==> config.mk <==
export PLATFORM = sky130hd
export DESIGN_NAME = thermal_trip_latch
export DESIGN_NICKNAME = d
export VERILOG_FILES = /design/src/rtl/thermtrip_pkg.sv /design/src/rtl/tt_arm_timer.sv /design/src/rtl/tt_trip_core.sv /design/src/rtl/thermal_trip_latch.sv
export SDC_FILE = /design/constraint.sdc
export NUM_CORES = 1
export LEC_CHECK = 0
export ABC_AREA = 1
export BUFFER_PORTS_ARGS = -buffer_cell sky130_fd_sc_hd__clkbuf_2
export CORE_MARGIN = 5
export CORE_UTILIZATION = 45
export CTS_CLUSTER_SIZE = 14
export DETAILED_ROUTE_END_ITERATION = 10
export GPL_TIMING_DRIVEN = 0
export MAX_ROUTING_LAYER = met4
export PLACE_DENSITY = 0.74
export SLEW_MARGIN = 20
export SYNTH_ARGS = -nofsm -noshare
export SYNTH_HDL_FRONTEND = slang
export SYNTH_SLANG_ARGS = --single-unit
export TNS_END_PERCENT = 10
==> constraint.sdc <==
create_clock -name clk -period 2.17 [get_ports clk]
set_input_delay 0.651 -clock clk [delete_from_list [all_inputs] [get_ports clk]]
set_output_delay 0.651 -clock clk [all_outputs]
set_load 0.01 [all_outputs]
==> src/rtl/thermtrip_pkg.sv <==
package thermtrip_pkg;

    localparam int TEMP_W = 8;

    typedef struct packed {
        logic trip;
        logic drive;
    } trip_state_t;

    function automatic logic [TEMP_W-1:0] sat_level(input logic [TEMP_W-1:0] base,
                                                     input int unsigned margin);
        logic [TEMP_W:0] sum;
        sum = {1'b0, base} + (TEMP_W+1)'(margin);
        return sum[TEMP_W] ? {TEMP_W{1'b1}} : sum[TEMP_W-1:0];
    endfunction

endpackage

==> src/rtl/tt_arm_timer.sv <==
module tt_arm_timer #(
    parameter int unsigned ARM_CYCLES = 999
) (
    input  logic clk,
    input  logic qual,
    output logic armed
);
    localparam int unsigned CW = $clog2(ARM_CYCLES + 1);

    typedef struct packed {
        logic [CW-1:0] cnt;
    } tmr_t;

    tmr_t st_d, st_q;

    always_comb begin
        st_d = st_q;
        if (!qual) begin
            st_d.cnt = '0;
        end else if (st_q.cnt != CW'(ARM_CYCLES)) begin
            st_d.cnt = st_q.cnt + 1'b1;
        end
    end

    always_ff @(posedge clk) begin
        st_q <= st_d;
    end

    assign armed = qual && (st_q.cnt == CW'(ARM_CYCLES));


    cnt_bound_chk: assert property (@(posedge clk) disable iff (!qual)
        st_q.cnt <= CW'(ARM_CYCLES));


    cnt_step_chk: assert property (@(posedge clk) disable iff (!qual)
        !armed |=> (st_q.cnt != '0));

endmodule

==> src/rtl/tt_trip_core.sv <==
module tt_trip_core
    import thermtrip_pkg::*;
#(
    parameter int unsigned MARGIN = 20
) (
    input  logic              clk,
    input  logic              qual,
    input  logic              armed,
    input  logic [TEMP_W-1:0] temp_code,
    input  logic [TEMP_W-1:0] tcase_max,
    output logic              trip,
    output logic              drive
);
    trip_state_t st_d, st_q;
    logic [TEMP_W-1:0] level;
    logic              hot;

    assign level = sat_level(tcase_max, MARGIN);
    assign hot   = (temp_code >= level);

    always_comb begin
        st_d = st_q;
        if (!qual) begin
            st_d.trip  = 1'b0;
            st_d.drive = 1'b0;
        end else begin
            st_d.drive = armed;
            st_d.trip  = st_q.trip || (armed && hot);
        end
    end

    always_ff @(posedge clk) begin
        st_q <= st_d;
    end

    assign trip  = st_q.trip && qual;
    assign drive = st_q.drive && qual;


    sticky_chk: assert property (@(posedge clk) disable iff (!qual)
        st_q.trip |=> st_q.trip);


    no_early_trip_chk: assert property (@(posedge clk) disable iff (!qual)
        (!armed && !st_q.trip) |=> !st_q.trip);


    hot_cause_chk: assert property (@(posedge clk) disable iff (!qual)
        (!st_q.trip ##1 st_q.trip) |-> $past(hot));

endmodule

==> src/rtl/thermal_trip_latch.sv <==
module thermal_trip_latch
    import thermtrip_pkg::*;
#(
    parameter int unsigned CLK_MHZ = 100,
    parameter int unsigned ARM_US  = 10,
    parameter int unsigned MARGIN  = 20
) (
    input  logic              clk,
    input  logic [TEMP_W-1:0] temp_code,
    input  logic [TEMP_W-1:0] tcase_max,
    input  logic              pwr_good,
    input  logic              vtt_ok,
    input  logic              vcc_ok,
    output logic              thermtrip_n,
    output logic              drive_en,
    output logic              clk_halt
);
    localparam int unsigned WINDOW     = CLK_MHZ * ARM_US;
    localparam int unsigned ARM_CYCLES = WINDOW - 1;

    logic qual, armed, trip, drive;

    assign qual = pwr_good && vtt_ok && vcc_ok;

    tt_arm_timer #(.ARM_CYCLES(ARM_CYCLES)) u_timer (
        .clk   (clk),
        .qual  (qual),
        .armed (armed)
    );

    tt_trip_core #(.MARGIN(MARGIN)) u_core (
        .clk       (clk),
        .qual      (qual),
        .armed     (armed),
        .temp_code (temp_code),
        .tcase_max (tcase_max),
        .trip      (trip),
        .drive     (drive)
    );

    assign drive_en    = drive;
    assign thermtrip_n = !(trip && drive);
    assign clk_halt    = trip;


    halt_pair_chk: assert property (@(posedge clk) disable iff (!pwr_good)
        !thermtrip_n |-> clk_halt);


    supply_clear_chk: assert property (@(posedge clk) disable iff (!pwr_good)
        (!vtt_ok || !vcc_ok) |-> (thermtrip_n && !clk_halt));


    drive_off_chk: assert property (@(posedge clk) disable iff (!pwr_good)
        (!vtt_ok || !vcc_ok) |-> !drive_en);

endmodule

==> impl_metrics.ini, run 1 <==
[logic_synthesis]
synth-edff-count = 0
post_synth_main_area_contributors = sky130_fd_sc_hd__dfxtp_1 27%, sky130_fd_sc_hd__ha_1 14%, sky130_fd_sc_hd__nand2_1 13%, sky130_fd_sc_hd__inv_1 5.9%, sky130_fd_sc_hd__nor2_1 5.5%
synthMostInstantiatedCell = sky130_fd_sc_hd__nand2_1
post_synth_most_frequent_cells = 31 x sky130_fd_sc_hd__nand2_1, 14 x sky130_fd_sc_hd__inv_1, 13 x sky130_fd_sc_hd__nor2_1
synth_warnings = 0
postSynthRegisterBits = 12
mapped_cell_area_um2 = 888
synth.largest_area_cell = sky130_fd_sc_hd__dfxtp_1
syn-num-nets = 155
sequential_area_share_after_synthesis_pct = 27.0
avgSynthCellArea_um2 = 7.11
post_synth_inst_count = 125
dominantRegCellSynth = sky130_fd_sc_hd__dfxtp_1
synth_cell_types = 27
synth_top_cell_area_share_pct = 27.0
asyncSetResetFlopFracSynth_pct = 0

[sta]
min_period_over_period_pct = 95.9
max_freq_ghz = 0.480
max_slew.worst_pin.slew_ps = 251
fin_hold_ws_ps = 466
fin_setup_tns_ps = 0
timing.final.crit_period_ps = 2080
final_max_slew_viol_count = 0
hold_violations = 0
worst_clock_skew_ps = 3.32
finalSetupViolations = 0
worst_slew_margin_rel_pct = 83.2

[global_routing]
first_global_vias = 862
antenna_found_initial = 0
first_pass_grt_wire_length_um = 3200
grt_overflow_total = 0
track_usage_pct = 15.1
grt_max_degree = 8

[drt]
route.antenna.remaining_nets = 0
route.detailed.drc = 0
drt_first_pass_iters = 2
route.detailed.wl_per_inst_um = 9.91
dr_total_vias = 855
drt_iter0_markers = 4
drt-vias-per-instance = 4.80
drt-total-wl_um = 1760

[job]
drv.max_cap_violation_count = 0

[worst_hold_path]
hold_removal_path_class = reg -> reg
timing.hold.worst_path_depth = 2

[clock_network]
clk_root_buffer_cell = sky130_fd_sc_hd__clkbuf_4
clk_pin_slew_worst_paths_ps = 70
clock-sinks = 12
h_tree_levels = 1
insertion_delay_ps = 270
cts.hold.buffers_added = 0
cts_made_buffers = 3
cts.path.max_buffers = 2
tritoncts_clock_tree = built

[worst_setup_path]
r2r_start = u_timer.st_q[0]
startpoint_type = input port
crit_start = vcc_ok
timing.critical_path.to = thermtrip_n
timing.critical_path.slowest_stage_cell = sky130_fd_sc_hd__nand3_2
endpoint_kind = primary output
reg2reg_to = u_timer.st_q[0]
stage_delay_of_the_slowest_cell_on_the_critical_path_ps = 210
reg2reg_setup_slack_ps = 830
worst-path-stages = 7
reg2regPathDepth = 7
crit_fanout = 7
timing.critical_path.required_ps = 1520
crit_buf_inv = 4
crit_chain = clkbuf_2 -> nand3_2 -> inv_4 -> nand2_1 -> inv_1 -> nand2_1 -> clkbuf_2
path_class = in -> out
timing.critical_path.arrival_ps = 1430
critical-path-top-delay-family = buffers and inverters

[pwr]
total_switching_power_uw = 143
total_leakage_power_nw = 0.543
power_frac_clock_pct = 33.2
p_int_uw = 389
max-vdd-ir-drop_uv = 333
comb_power_share_pct = 22.0
sequentialPowerShare_pct = 44.8
power.switching_fraction_pct = 26.9
pwr_density_cell_nw_per_um2 = 485

[floorplan]
dieHeight_um = 54.4
design.die.area_um2 = 2960
start_util_pct = 46.2
die_width_um = 54.4
ios = 23
design.core.area_um2 = 1920
floorplan.rows = 16

[run_status]
status = completed

[layout]
drive_above_1_share_pct = 29.1
fillCellCount = 194
final_net_count = 182
synthToLayoutAreaGrowth_pct = 23.7
antenna_cells = 0

[place]
place_congestion = 0.784
buffer_ports.inserted = 22
dp_hpwl_um = 1490
state kept, by name, summed over array words and instances (netlist names):
| name | count |
|---|---|
| u_core.st_q | 2 |
| u_timer.st_q | 10 |
per-layer routing:
metal | up-vias | track usage, % | part of all wire [%]
met5 | - | - | 0
met4 | 0 | 7.47 | 2.0
li1 | 460 | - | -
met3 | 5 | 2.72 | 6.2
met1 | 370 | 15.1 | 39
met2 | 20 | 27.7 | 52
cell usage in the layout (no fill, tap or decap), types with 2 or more instances in the layout:
cell type and n:
sky130_fd_sc_hd__a21oi_1 9, sky130_fd_sc_hd__clkbuf_2 22, sky130_fd_sc_hd__clkbuf_4 3, sky130_fd_sc_hd__dfxtp_1 12
sky130_fd_sc_hd__ha_1 9, sky130_fd_sc_hd__inv_1 13, sky130_fd_sc_hd__inv_2 3, sky130_fd_sc_hd__nand2_1 31
sky130_fd_sc_hd__nand3_1 5, sky130_fd_sc_hd__nand3_2 2, sky130_fd_sc_hd__nor2_1 12, sky130_fd_sc_hd__nor2_2 4
sky130_fd_sc_hd__nor3_4 2, sky130_fd_sc_hd__o21a_1 2, sky130_fd_sc_hd__o21ai_0 3, sky130_fd_sc_hd__o22ai_1 2
sky130_fd_sc_hd__xor2_1 2
power by group through the flow:
stage	combinational (mW)	sequential, mW	clock (mW)
6_report	0.117	0.239	0.177
5_1_grt	0.139	0.240	0.197
4_1_cts	0.113	0.238	0.184
3_5_place_dp	0.111	0.244	0
3_3_place_gp	0.105	0.243	0
2_1_floorplan	0.0765	0.242	0
worst min-delay path, stage by stage (launching register included):
cell	delay, ps
sky130_fd_sc_hd__dfxtp_1	320
sky130_fd_sc_hd__nand2_1	60
sky130_fd_sc_hd__nand2_1	40
what timing repair did:
action	4_1_cts	5_1_grt
setup endpoints to repair	2	2
gates resized for setup	2	5
buffers inserted	0	0
pin swaps	0	1
stage by stage:
stage	setup slack, ps	std cells	power (mW)	cell area (um2)	util [%]
finish	88.6	178	0.533	1100	57.2
global route	-0.488	178	0.576	1100	57.2
CTS	50.3	178	0.536	1070	55.9
detailed placement	-249	174	0.355	1030	53.7
global placement	-182	174	0.348	1030	53.7
floorplan	42.8	125	0.318	888	-
kinds of logic (layout without fill, tap and decap cells):
family,after synthesis,in the layout,synth area share [%]
AOI/OAI and AO/OA,19,19,12.3
xor gates and xnor gates,3,3,2.96
adders and majority gates,10,10,14.1
buffers and inverters,18,44,7.61
DFF,12,12,27.0
and+or+nand+nor,63,63,36.1
final cells by class:
cell class / instances / area (um2) / area share [%]
clock buffer: 4 / 36.3 / 3.30
inverter: 18 / 70.1 / 6.38
multi-input combinational: 95 / 608 / 55.4
sequential: 12 / 240 / 21.9
tap: 27 / 33.8 / 3.08
timing repair buffer: 22 / 110 / 10.0
worst min path at each step:
| stage | from | end |
|---|---|---|
| 2_1_floorplan | u_core.st_q[1] | u_core.st_q[1] |
| 3_3_place_gp | u_core.st_q[1] | u_core.st_q[1] |
| 3_5_place_dp | u_timer.st_q[1] | u_timer.st_q[1] |
| 4_1_cts | u_timer.st_q[1] | u_timer.st_q[1] |
| 5_1_grt | u_timer.st_q[1] | u_timer.st_q[1] |
| 6_report | u_timer.st_q[1] | u_timer.st_q[1] |
Note: power is estimated with default switching activity, not from simulation.
==> run 2, diff against run 1 <==
--- a/config.mk
+++ b/config.mk
@@ -13,7 +13,7 @@
 export DETAILED_ROUTE_END_ITERATION = 10
 export GPL_TIMING_DRIVEN = 0
 export MAX_ROUTING_LAYER = met4
-export PLACE_DENSITY = 0.74
+export PLACE_DENSITY = 0.72
 export SLEW_MARGIN = 20
 export SYNTH_ARGS = -nofsm -noshare
 export SYNTH_HDL_FRONTEND = slang
==> constraint.sdc (replaced) <==
create_clock -name clk -period 2.2 [get_ports clk]
set_input_delay 0.66 -clock clk [delete_from_list [all_inputs] [get_ports clk]]
set_output_delay 0.66 -clock clk [all_outputs]
set_load 0.01 [all_outputs]
==> impl_metrics.ini, run 2 (synthesis results as in run 1) <==
[clock_network]
insertion_delay_ps = 270
cts.path.max_buffers = 2
tritoncts_clock_tree = built
clock-sinks = 12
h_tree_levels = 1
clk_pin_slew_worst_paths_ps = 70
cts.hold.buffers_added = 0
cts_made_buffers = 3
cts_setup_buffers = 0
clk_root_buffer_cell = sky130_fd_sc_hd__clkbuf_4

[layout]
mostFrequentLayoutCell = sky130_fd_sc_hd__nand2_1
antenna_cells = 0
largest_reg_flops = 10
final_net_count = 182
most_frequent_cells_in_the_layout = 31 x sky130_fd_sc_hd__nand2_1, 22 x sky130_fd_sc_hd__clkbuf_2, 13 x sky130_fd_sc_hd__inv_1
largest_registers = u_timer.st_q (10), u_core.st_q (2)
finish.instance_area_um2 = 1070
drive_above_1_share_pct = 28.7
synthToLayoutAreaGrowth_pct = 20.7
fin_cells = 177
largest_register = u_timer.st_q

[worst_setup_path]
reg2reg_to = u_timer.st_q[0]
reg2regPathDepth = 7
r2r_start = u_timer.st_q[0]
endpoint_kind = primary output
timing.critical_path.slowest_stage_cell = sky130_fd_sc_hd__nand3_2
startpoint_type = input port
worst-path-stages = 7
timing.critical_path.required_ps = 1540
crit_buf_inv = 4
stage_delay_of_the_slowest_cell_on_the_critical_path_ps = 180
crit_fanout = 7
reg2reg_setup_slack_ps = 840
path_class = in -> out
critical-path-top-delay-family = buffers and inverters
timing.critical_path.arrival_ps = 1420
crit_chain = clkbuf_2 -> nand3_2 -> inv_2 -> nand2_1 -> inv_1 -> nand2_1 -> clkbuf_2

[sta]
min_period_over_period_pct = 94.8
max_slew.worst_pin.slew_ps = 236
max_freq_ghz = 0.480
fin_setup_tns_ps = 0
finalSetupViolations = 0
worst_clock_skew_ps = 1.26
worst_slew_margin_rel_pct = 84.2
final_max_slew_viol_count = 0
timing.final.crit_period_ps = 2080
final.setup.worst_slack_ps = 115
hold_violations = 0

[drt]
drt-vias-per-instance = 4.82
drt-total-wl_um = 1720
route.detailed.drc = 0
route.antenna.remaining_nets = 0
dr_total_vias = 853
drt_first_pass_iters = 4
route.detailed.wl_per_inst_um = 9.74
drt_iter0_markers = 12

[place]
dp_hpwl_um = 1420
postPlaceCellArea_um2 = 1030
place_congestion = 0.793
buffer_ports.inserted = 22
placement.setup.worst_slack_ps = -231
placed_cells_incl_taps = 174

[worst_hold_path]
timing.hold.worst_path_depth = 2
hp-start = u_timer.st_q[1]
whs_endpoint = u_timer.st_q[1]
hold_removal_path_class = reg -> reg

[pwr]
max-vdd-ir-drop_uv = 436
totalPowerFinal_uw = 480
total_leakage_power_nw = 0.534
pwr_density_cell_nw_per_um2 = 448

[run_status]
status = completed

[floorplan]
die_width_um = 54.4
design.core.area_um2 = 1920
start_util_pct = 46.2
floorplan.rows = 16
dieHeight_um = 54.4
design.die.area_um2 = 2960
ios = 23

[global_routing]
track_usage_pct = 14.7
first_global_vias = 818
grt_overflow_total = 0
antenna_found_initial = 0
first_pass_grt_wire_length_um = 3080
grt_max_degree = 8

[job]
drv.max_cap_violation_count = 0
[run 2: changes by cell type in the layout (fill, tap and decap cells not counted)]
cell                       previous run  this run
sky130_fd_sc_hd__ha_4                 1         0
sky130_fd_sc_hd__clkbuf_8             1         0
sky130_fd_sc_hd__ha_2                 0         1
sky130_fd_sc_hd__inv_2                3         4
sky130_fd_sc_hd__inv_4                1         0
[run 2: how the worst max path moves through the flow]
stage                            start              to  slack (ps)
final                           vcc_ok     thermtrip_n         120
after global routing      tcase_max[2]  u_core.st_q[1]        -0.9
after detailed placement  tcase_max[2]  u_core.st_q[1]        -230
after global placement    tcase_max[2]  u_core.st_q[1]        -160
after floorplan           tcase_max[2]  u_core.st_q[1]          60
after CTS                 tcase_max[2]  u_core.st_q[1]          60
[run 2: metrics by stage]
step,hold slack [ps],utilization (%)
finish,468,55.8
global route,513,55.8
CTS,472,55.1
detailed placement,462,53.7
global placement,436,53.7
floorplan,421,-
[run 2: layout make-up]
type / instances / area [um2]
Fill cell: 195 / 850
Timing Repair Buffer: 22 / 110
Inverter: 18 / 67.6
Sequential cell: 12 / 240
Clock buffer: 3 / 22.5
Tap cell: 27 / 33.8
Multi-Input combinational cell: 95 / 598
[run 2: routing by layer]
metal	GRT usage, %	vias up	share of wire (%)
li1	-	460	-
met1	15.6	366	43
met2	25.5	22	48
met3	1.63	5	5.9
met4	9.96	0	3.0
met5	-	-	0
[run 2: what timing repair did]
action | in CTS | in global routing
endpoints found under the hold margin | 0 | 0
resized for setup | 2 | 3
pin swaps | 0 | 1
setup endpoints to repair | 2 | 1
[run 2: report_power, final]
group | total [mW] | internal, mW | switching (mW) | leakage [nW]
Clock | 0.133 | 0.0634 | 0.0699 | 0.0138
Sequential | 0.236 | 0.227 | 0.00891 | 0.0969
Combinational | 0.111 | 0.0547 | 0.0567 | 0.423
[run 2: worst reg2reg max path, cell delays in order (launching register included)]
cell                      delay (ps)
sky130_fd_sc_hd__dfxtp_1         380
sky130_fd_sc_hd__ha_1            240
sky130_fd_sc_hd__inv_1            70
sky130_fd_sc_hd__nor2_2          140
sky130_fd_sc_hd__nand4_4         150
sky130_fd_sc_hd__nand2_2         100
sky130_fd_sc_hd__nand2_1          40
sky130_fd_sc_hd__and2_1          140
==> run 3, diff against run 2 <==
--- a/config.mk
+++ b/config.mk
@@ -6,14 +6,15 @@
 export NUM_CORES = 1
 export LEC_CHECK = 0
 export ABC_AREA = 1
-export BUFFER_PORTS_ARGS = -buffer_cell sky130_fd_sc_hd__clkbuf_2
-export CORE_MARGIN = 5
-export CORE_UTILIZATION = 45
+export CELL_PAD_IN_SITES_DETAIL_PLACEMENT = 1
+export CELL_PAD_IN_SITES_GLOBAL_PLACEMENT = 2
+export CORE_UTILIZATION = 33
 export CTS_CLUSTER_SIZE = 14
 export DETAILED_ROUTE_END_ITERATION = 10
+export DONT_BUFFER_PORTS = 1
 export GPL_TIMING_DRIVEN = 0
 export MAX_ROUTING_LAYER = met4
-export PLACE_DENSITY = 0.72
+export PLACE_DENSITY = 0.78
 export SLEW_MARGIN = 20
 export SYNTH_ARGS = -nofsm -noshare
 export SYNTH_HDL_FRONTEND = slang
==> impl_metrics.ini, run 3 (synthesis results as in run 1) <==
[run_status]
status = completed

[drt]
drt_first_pass_iters = 4
drt_iter0_markers = 4
route.antenna.remaining_nets = 0
dr_total_vias = 791
route.detailed.drc = 0
route.detailed.wl_per_inst_um = 11.0
drt-vias-per-instance = 4.97
drt-total-wl_um = 1750

[pwr]
pwr_density_cell_nw_per_um2 = 480
power_frac_clock_pct = 29.1
power.switching_fraction_pct = 27.7
sequentialPowerShare_pct = 51.0
p_int_uw = 334
totalPowerFinal_uw = 462
total_switching_power_uw = 128
comb_power_share_pct = 20.0
max-vdd-ir-drop_uv = 372
total_leakage_power_nw = 0.448

[worst_setup_path]
timing.critical_path.arrival_ps = 2160
worst_path_most_repeated_cell = sky130_fd_sc_hd__nand2_1
timing.critical_path.required_ps = 2370
critical-path-top-delay-family = simple AND/OR/NAND/NOR gates
path_class = in -> reg
timing.critical_path.to = u_core.st_q[1]
endpoint_kind = flip-flop
reg2reg_to = u_timer.st_q[0]
crit_start = tcase_max[2]
reg2reg_setup_slack_ps = 840
startpoint_type = input port
crit_chain = ha_1 -> o21ai_2 -> nor2_1 -> or2_2 -> ha_1 -> nand2_1 -> nand3_1 -> nand2_1 -> nand2_1 -> nand2_1 -> nand2_1 -> nand2_1 -> nand2_1
worst-path-stages = 13
crit_buf_inv = 0
crit_fanout = 5
reg2regPathDepth = 7
timing.critical_path.slowest_stage_cell = sky130_fd_sc_hd__or2_2
stage_delay_of_the_slowest_cell_on_the_critical_path_ps = 280
r2r_start = u_timer.st_q[0]

[place]
dp_hpwl_um = 1460
buffer_ports.inserted = 0
placed_cells_incl_taps = 155
place_congestion = 0.720

[layout]
drive_above_1_share_pct = 15.5
largest_register = u_timer.st_q
utilization_after_layout_pct = 38.4
antenna_cells = 0
most_frequent_cells_in_the_layout = 31 x sky130_fd_sc_hd__nand2_1, 13 x sky130_fd_sc_hd__inv_1, 13 x sky130_fd_sc_hd__nor2_1
largest_reg_flops = 10
mostFrequentLayoutCell = sky130_fd_sc_hd__nand2_1
fillCellCount = 330
synthToLayoutAreaGrowth_pct = 8.17
largest_registers = u_timer.st_q (10), u_core.st_q (2)
fin_cells = 159
final_net_count = 161

[global_routing]
first_global_vias = 723
first_pass_grt_wire_length_um = 2920
grt_overflow_total = 0
antenna_found_initial = 0
grt_max_degree = 8
track_usage_pct = 14.8

[sta]
finalSetupViolations = 0
timing.final.crit_period_ps = 1990
rsz0062_at_grt = false
min_period_over_period_pct = 90.6
max_freq_ghz = 0.501
final_max_slew_viol_count = 0
worst_slew_margin_rel_pct = 81.1
max_slew.worst_pin.slew_ps = 282
hold_violations = 0
worst_clock_skew_ps = 1.02

[floorplan]
floorplan.rows = 18
start_util_pct = 35.5
ios = 23
design.die.area_um2 = 2900
design.core.area_um2 = 2500
dieHeight_um = 53.9
die_width_um = 53.9

[worst_hold_path]
hold_removal_path_class = reg -> reg
hp-start = u_core.st_q[1]

[job]
drv.max_cap_violation_count = 0

[clock_network]
clk_root_buffer_cell = sky130_fd_sc_hd__clkbuf_4
tritoncts_clock_tree = built
cts_made_buffers = 3
clock-sinks = 12
insertion_delay_ps = 270
cts.path.max_buffers = 2
h_tree_levels = 1
cts.hold.buffers_added = 0
clk_pin_slew_worst_paths_ps = 70
-- run 3: worst min-delay path by stage --
stage / end / slack [ps] / depth (start not counted)
2_1_floorplan: u_core.st_q[1] / 420 / 2
3_5_place_dp: u_core.st_q[1] / 470 / 2
6_report: u_core.st_q[1] / 480 / 2
5_1_grt: u_timer.st_q[9] / 510 / 2
4_1_cts: u_core.st_q[1] / 490 / 2
3_3_place_gp: u_core.st_q[1] / 430 / 2
-- run 3: worst min-delay path, stage by stage (launching register included) --
cell                      delay [ps]
sky130_fd_sc_hd__dfxtp_1         310
sky130_fd_sc_hd__nand2_1          70
sky130_fd_sc_hd__nand2_1          70
-- run 3: timing repair --
item / CTS / global route
buffers inserted: 1 / 0
endpoints found under the setup margin: 2 / 1
gates resized for setup: 1 / 1
cloned: 0 / 0
-- run 3: through the flow --
step,area (um2),hold slack [ps],setup slack (ps),setup TNS [ps]
after global routing,961,511,20.5,0
after detailed placement,926,466,-114,-228
final,961,477,206,0
after CTS,956,488,69.8,0
after floorplan,888,421,63.8,0
after global placement,926,435,-93.6,-169
-- run 3: power groups by stage --
stage,Combinational (mW),Sequential (mW),Clock [mW]
floorplan,0.0754,0.239,0
global placement,0.0876,0.240,0
detailed placement,0.0910,0.241,0
CTS,0.0931,0.235,0.140
global route,0.114,0.237,0.150
finish,0.0921,0.235,0.134
-- run 3: metal layers --
| metal | routed length, um | global-route usage [%] |
|---|---|---|
| met3 | 98 | 2.82 |
| met1 | 795 | 15.9 |
| met2 | 838 | 25.9 |
| met5 | 0 | - |
| met4 | 20 | 6.58 |
-- run 3: final cells by class --
type	count	area (um2)	area share (%)
multi-input combinational	95	586	60.9
clock buffer	3	22.5	2.34
tap	30	37.5	3.91
sequential	12	240	25.0
inverter	18	67.6	7.03
timing repair buffer	1	7.51	0.781
